==> src/rtl/arb_pkg.sv <==
package arb_pkg;

  typedef enum logic [1:0] {
    PARK_NONE  = 2'b00,
    PARK_LAST  = 2'b01,
    PARK_FIXED = 2'b10,
    PARK_RSVD  = 2'b11
  } park_mode_e;

endpackage

==> src/rtl/arb_rr_pick.sv <==
// Rotating first-one search: scans req beginning at start_idx, wrapping at N.
module arb_rr_pick #(
  parameter int N_MASTERS = 4,
  parameter int IDX_W     = 2
) (
  input  logic [N_MASTERS-1:0] req,
  input  logic [IDX_W-1:0]     start_idx,
  output logic                 found,
  output logic [IDX_W-1:0]     win_idx
);

  always_comb begin
    int unsigned pos;
    found   = 1'b0;
    win_idx = '0;
    pos     = 0;
    for (int k = 0; k < N_MASTERS; k++) begin
      pos = int'(start_idx) + k;
      if (pos >= N_MASTERS) pos = pos - N_MASTERS;
      if (!found && req[pos]) begin
        found   = 1'b1;
        win_idx = IDX_W'(pos);
      end
    end
  end

endmodule

==> src/rtl/arb_park_sel.sv <==
// Chooses the next grant owner: the search winner, or the parking target.
module arb_park_sel
  import arb_pkg::*;
#(
  parameter int N_MASTERS = 4,
  parameter int IDX_W     = 2
) (
  input  logic             found,
  input  logic [IDX_W-1:0] win_idx,
  input  park_mode_e       mode,
  input  logic             has_hist,
  input  logic [IDX_W-1:0] last_idx,
  input  logic [IDX_W-1:0] fixed_idx,
  output logic             nxt_vld,
  output logic [IDX_W-1:0] nxt_idx
);

  logic fixed_ok;

  assign fixed_ok = (int'(fixed_idx) < N_MASTERS);

  always_comb begin
    nxt_vld = 1'b0;
    nxt_idx = '0;
    if (found) begin
      nxt_vld = 1'b1;
      nxt_idx = win_idx;
    end else begin
      unique case (mode)
        PARK_LAST: begin
          nxt_vld = has_hist;
          nxt_idx = has_hist ? last_idx : '0;
        end
        PARK_FIXED: begin
          nxt_vld = fixed_ok;
          nxt_idx = fixed_ok ? fixed_idx : '0;
        end
        default: begin
          nxt_vld = 1'b0;
          nxt_idx = '0;
        end
      endcase
    end
  end

endmodule

==> src/rtl/arb_slot_timer.sv <==
// Down-counter reloaded at each grant; flags expiry when it reaches zero.
module arb_slot_timer #(
  parameter int SLOT_W = 8
) (
  input  logic              clk,
  input  logic              rst_n,
  input  logic              load,
  input  logic [SLOT_W-1:0] limit,
  output logic              expired
);

  logic [SLOT_W-1:0] cnt_q, cnt_d;
  logic              en_q, en_d;
  logic              cnt_upd;

  always_comb begin
    cnt_upd = load | (cnt_q != '0);
    cnt_d   = load ? limit : (cnt_q - SLOT_W'(1));
    en_d    = load ? (limit != '0) : en_q;
  end

  always_ff @(posedge clk or negedge rst_n) begin
    if (!rst_n) begin
      cnt_q <= '0;
      en_q  <= 1'b0;
    end else begin
      if (cnt_upd) cnt_q <= cnt_d;
      if (load)    en_q  <= en_d;
    end
  end

  assign expired = en_q & (cnt_q == '0);

endmodule

==> src/rtl/rr_slot_arbiter.sv <==
module rr_slot_arbiter
  import arb_pkg::*;
#(
  parameter int N_MASTERS = 4,
  parameter int SLOT_W    = 8,
  localparam int IDX_W    = (N_MASTERS > 1) ? $clog2(N_MASTERS) : 1
) (
  input  logic                 clk,
  input  logic                 rst_n,
  input  logic [N_MASTERS-1:0] req,
  input  logic [N_MASTERS-1:0] burst_last,
  input  logic                 beat_done,
  input  logic                 bus_idle,
  input  logic [1:0]           park_mode,
  input  logic [IDX_W-1:0]     park_fixed_idx,
  input  logic [SLOT_W-1:0]    slot_limit,
  output logic [N_MASTERS-1:0] grant,
  output logic [IDX_W-1:0]     grant_idx
);

  localparam logic [IDX_W-1:0] TOP_IDX = IDX_W'(N_MASTERS - 1);

  logic             gnt_vld_q, gnt_vld_d;
  logic [IDX_W-1:0] gnt_idx_q, gnt_idx_d;
  logic [IDX_W-1:0] last_q, last_d;
  logic             hist_q, hist_d;

  logic             rearb, load;
  logic             slot_expired;
  logic             found;
  logic [IDX_W-1:0] win_idx, start_idx;
  logic             nxt_vld;
  logic [IDX_W-1:0] nxt_idx;
  park_mode_e       mode;

  assign mode = park_mode_e'(park_mode);

  // Search origin: one above the last served master, or 0 without history.
  always_comb begin
    if (!hist_q)               start_idx = '0;
    else if (last_q == TOP_IDX) start_idx = '0;
    else                        start_idx = last_q + IDX_W'(1);
  end

  arb_rr_pick #(.N_MASTERS(N_MASTERS), .IDX_W(IDX_W)) pick_i (
    .req       (req),
    .start_idx (start_idx),
    .found     (found),
    .win_idx   (win_idx)
  );

  arb_park_sel #(.N_MASTERS(N_MASTERS), .IDX_W(IDX_W)) park_i (
    .found     (found),
    .win_idx   (win_idx),
    .mode      (mode),
    .has_hist  (hist_q),
    .last_idx  (last_q),
    .fixed_idx (park_fixed_idx),
    .nxt_vld   (nxt_vld),
    .nxt_idx   (nxt_idx)
  );

  arb_slot_timer #(.SLOT_W(SLOT_W)) slot_i (
    .clk     (clk),
    .rst_n   (rst_n),
    .load    (load),
    .limit   (slot_limit),
    .expired (slot_expired)
  );

  // Safe points for moving the grant.
  always_comb begin
    rearb = ~gnt_vld_q
          | bus_idle
          | (beat_done & (burst_last[gnt_idx_q] | slot_expired));
    load  = rearb & found;
  end

  // Next-state process.
  always_comb begin
    gnt_vld_d = gnt_vld_q;
    gnt_idx_d = gnt_idx_q;
    last_d    = last_q;
    hist_d    = hist_q;
    if (rearb) begin
      gnt_vld_d = nxt_vld;
      gnt_idx_d = nxt_vld ? nxt_idx : '0;
    end
    if (load) begin
      last_d = win_idx;
      hist_d = 1'b1;
    end
  end

  // Register process.
  always_ff @(posedge clk or negedge rst_n) begin
    if (!rst_n) begin
      gnt_vld_q <= 1'b0;
      gnt_idx_q <= '0;
      last_q    <= '0;
      hist_q    <= 1'b0;
    end else begin
      if (rearb) begin
        gnt_vld_q <= gnt_vld_d;
        gnt_idx_q <= gnt_idx_d;
      end
      if (load) begin
        last_q <= last_d;
        hist_q <= hist_d;
      end
    end
  end

  for (genvar g = 0; g < N_MASTERS; g++) begin : g_gnt
    assign grant[g] = gnt_vld_q & (gnt_idx_q == IDX_W'(g));
  end

  assign grant_idx = gnt_idx_q;

endmodule

==> config.mk <==
export PLATFORM = sky130hd
export DESIGN_NAME = rr_slot_arbiter
export DESIGN_NICKNAME = d
export VERILOG_FILES = /design/src/rtl/arb_pkg.sv /design/src/rtl/arb_rr_pick.sv /design/src/rtl/arb_park_sel.sv /design/src/rtl/arb_slot_timer.sv /design/src/rtl/rr_slot_arbiter.sv
export SDC_FILE = /design/constraint.sdc
export NUM_CORES = 1
export LEC_CHECK = 0
export BUFFER_PORTS_ARGS = -buffer_cell sky130_fd_sc_hd__buf_2
export CELL_PAD_IN_SITES_DETAIL_PLACEMENT = 0
export CELL_PAD_IN_SITES_GLOBAL_PLACEMENT = 1
export CORE_MARGIN = 3
export CORE_UTILIZATION = 41
export DETAILED_ROUTE_END_ITERATION = 6
export PLACE_DENSITY_LB_ADDON = 0.1
export SLEW_MARGIN = 10
export SYNTH_ARGS = -nofsm -noshare
export SYNTH_HDL_FRONTEND = slang
export SYNTH_SLANG_ARGS = --single-unit
==> constraint.sdc <==
create_clock -name clk -period 2.6 [get_ports clk]
set_input_delay 0.26 -clock clk [delete_from_list [all_inputs] [get_ports clk]]
set_output_delay 0.26 -clock clk [all_outputs]
set_load 0.02 [all_outputs]
==> flow_summary.yaml <==
yosys:
  ys_ff_latch: 15
  yosys-top-cells-area: "dfrtp_1 27%, mux2_4 8.8%, ha_1 4.6%, mux2_2 3.3%, nor2_1 3.3%"
  yosysTopAreaCellShare: 0.274
  synth-edff-count: 0
  ys_seq_area_frac: 0.274
  synth_nets: 169
  synthCells: 140
  syn_area_um2: 1370
  avgSynthCellArea_um2: 9.77
  synth.distinct_cells: 54
  synth_top_cell_by_area: "dfrtp_1"
  synthFlopType: "dfrtp_1"
  ys_async_sr_fraction: 1.00
  yosys_warnings: 0
floorplan:
  die_y_um: 63.8
  fp.dieW_um: 63.8
  initial_utilization: 0.437
  die-area_um2: 4060
  io_pins: 30
  coreArea_um2: 3130
  rows: 20
finish:
  regArea_um2: 375
  finalNetCount: 201
  multi_input_area_um2: 908
  area.growth.synth_to_final_pct: 15.6
  fillerInstances: 324
  layout_commonest_cell: "buf_2"
  diodes: 0
  drive_gt1_frac: 0.363
  layout_common_cells: "29 x buf_2, 15 x dfrtp_1, 12 x nor2_1"
clocking:
  tritoncts: "done"
  clock_latency_ns: 0.28
  root_buffer: "clkbuf_4"
  htreeDepth: 1
  clkTransAtPathRegs_ns: 0.10
  clock_path_buffers: 2
  cts_sinks: 15
  cts_made_buffers: 3
power_and_ir_drop:
  clkPwrFrac: 0.064
  pwr-share-comb: 0.725
  p_sw_frac: 0.451
  power.internal_w: 0.00116
  p_per_area_nw_per_um2: 1330
  power_w: 0.00210
  power.switching_w: 0.000949
  leakage_nw: 0.708
  peakVddDrop_mv: 0.574
  p_seq_frac: 0.211
route:
  m1WireLength_mm: 1.36
  drc_errors: 0
  top_layer_used: "met4"
  first_pass_iters: 4
  drt-total-wl_mm: 3.07
  vias: 1140
  drt_iter0_drc: 34
  antenna_left: 0
  wl_per_cell_um: 14.3
  route.met3.wl_um: 90
  met2_length_mm: 1.59
  routed_via_density: 5.30
flow_run:
  maxCapViolations: 0
setup_path:
  criticalPathCategory: "flip-flop to flip-flop"
  setup.worst_path.start_class: "flip-flop"
  path_cells: "ha_4, or3b_1, o311a_4, nor3_2, or2_4, mux2_2"
  cpPeakStageDelay_ns: 0.52
  worstPathArrival_ns: 2.60
  crit_path_top_delay_cell: "or3b_1"
  crit_path_end_kind: "flip-flop"
  required_ns: 2.77
  worst-path-max-fanout: 12
min_path:
  hp-class: "input pin to flip-flop"
sta:
  fin_crit_sh: 0.937
  max_slew.worst_pin.slew_ns: 0.500
  tns_ns: 0
  slew_headroom: 0.663
  period_minus_slack_ns: 2.44
  setup_viol: 0
  fin_worst_skew_ns: 0.00623
  rsz0062_at_grt: "no"
  slew_violations: 0
  hold_viol_final: 0
  max_freq_ghz: 0.410
placement:
  dpl.hpwl_mm: 2.34
  port_buffers: 29
  place.gp.congestion: 0.827
status:
  status: "finished, final reports clean"
global_route:
  first_global_vias: 1137
  grt_pass1_wl_mm: 5.12
  antenna_found_initial: 0
  grt.total_usage: 0.157
  grt_max_degree: 16
  grt_overflow: 0
[Yosys cell counts (2+ instances only)]
master and instances:
a21oi_1 7, a32oi_1 2, and3_1 2, buf_4 2, buf_6 2, dfrtp_1 15
ha_1 5, inv_1 8, mux2_2 4, mux2_4 8, mux2i_1 2, nand2_1 8
nand2b_1 2, nor2_1 12, nor2b_1 2, nor3b_1 5, nor4_1 4, o21a_1 3
o21ai_0 4, o21bai_1 2, o22ai_1 2, or2_4 2, or3_1 2, xnor2_1 4
xor2_1 2
[registers in the layout, summed over array words and instances (netlist names)]
name and cells:
slot_i.cnt_q 8, grant_idx 2, last_q 2, gnt_vld_q 1
hist_q 1, slot_i.en_q 1
[metrics by stage]
step / utilization / worst slack (ns) / std cells / cell area, µm² / hold WS [ns]
after detailed placement: 0.487 / 0.0656 / 209 / 1520 / 0.193
after global placement: 0.487 / 0.113 / 209 / 1520 / 0.186
final: 0.505 / 0.163 / 215 / 1580 / 0.224
after global routing: 0.505 / 0.0323 / 215 / 1580 / 0.213
after floorplan: - / 0.241 / 140 / 1370 / -0.0356
after CTS: 0.499 / 0.0558 / 214 / 1560 / 0.214
[critical path, delay by kind of cell (launching register included)]
kind                       cells  cell delay (ns)
adders and majority gates      1             0.20
muxes                          1             0.36
DFF                            1             0.44
AOI/OAI and AO/OA              1             0.38
and+or+nand+nor                3             0.94
[final timing paths]
| check | start | to | slack, ns | cells after the start |
|---|---|---|---|---|
| hold reg to reg | hist_q | hist_q | 0.52 | 1 |
| setup / recovery | last_q[1] | slot_i.cnt_q[2] | 0.16 | 6 |
| min in group asynchronous | rst_n | slot_i.cnt_q[5] | 0.41 | 2 |
| max in group asynchronous | rst_n | slot_i.cnt_q[3] | 1.93 | 2 |
| hold / removal | slot_limit[5] | slot_i.cnt_q[5] | 0.22 | 2 |
| setup reg to reg | last_q[1] | slot_i.cnt_q[2] | 0.16 | 6 |
[cell families after synthesis]
kind of cell | synth area share
simple gates | 0.199
fa+ha+maj | 0.0457
xor+xnor | 0.0384
flops | 0.274
compound gates | 0.220
buf+inv | 0.0704
mux | 0.152
[power by group through the flow]
stage,clock network (W),logic [W],registers [W]
after floorplan,0,0.00127,0.000438
after global placement,0,0.00146,0.000439
after detailed placement,0,0.00147,0.000442
after CTS,0.000141,0.00148,0.000436
after global routing,0.000153,0.00169,0.000466
final,0.000134,0.00153,0.000445
[metal layers]
layer	track usage	vias to the layer above
met5	0	-
met4	0.0485	0
met3	0.0123	2
met2	0.284	20
met1	0.196	538
li1	-	580
[cell type report]
type,instances,area share
multi-input combinational,110,0.575
sequential,15,0.238
timing repair buffer,34,0.117
tap,44,0.0348
inverter,8,0.0190
clock buffer,4,0.0166
[repair_timing]
| action | CTS | global route |
|---|---|---|
| hold buffers | 1 | 0 |
| endpoints found under the hold margin | 15 | 0 |
| endpoints found under the setup margin | 0 | 12 |
| resized for setup | 0 | 2 |
| buffers inserted | 0 | 1 |
Note: power is estimated with default switching activity, not from simulation.
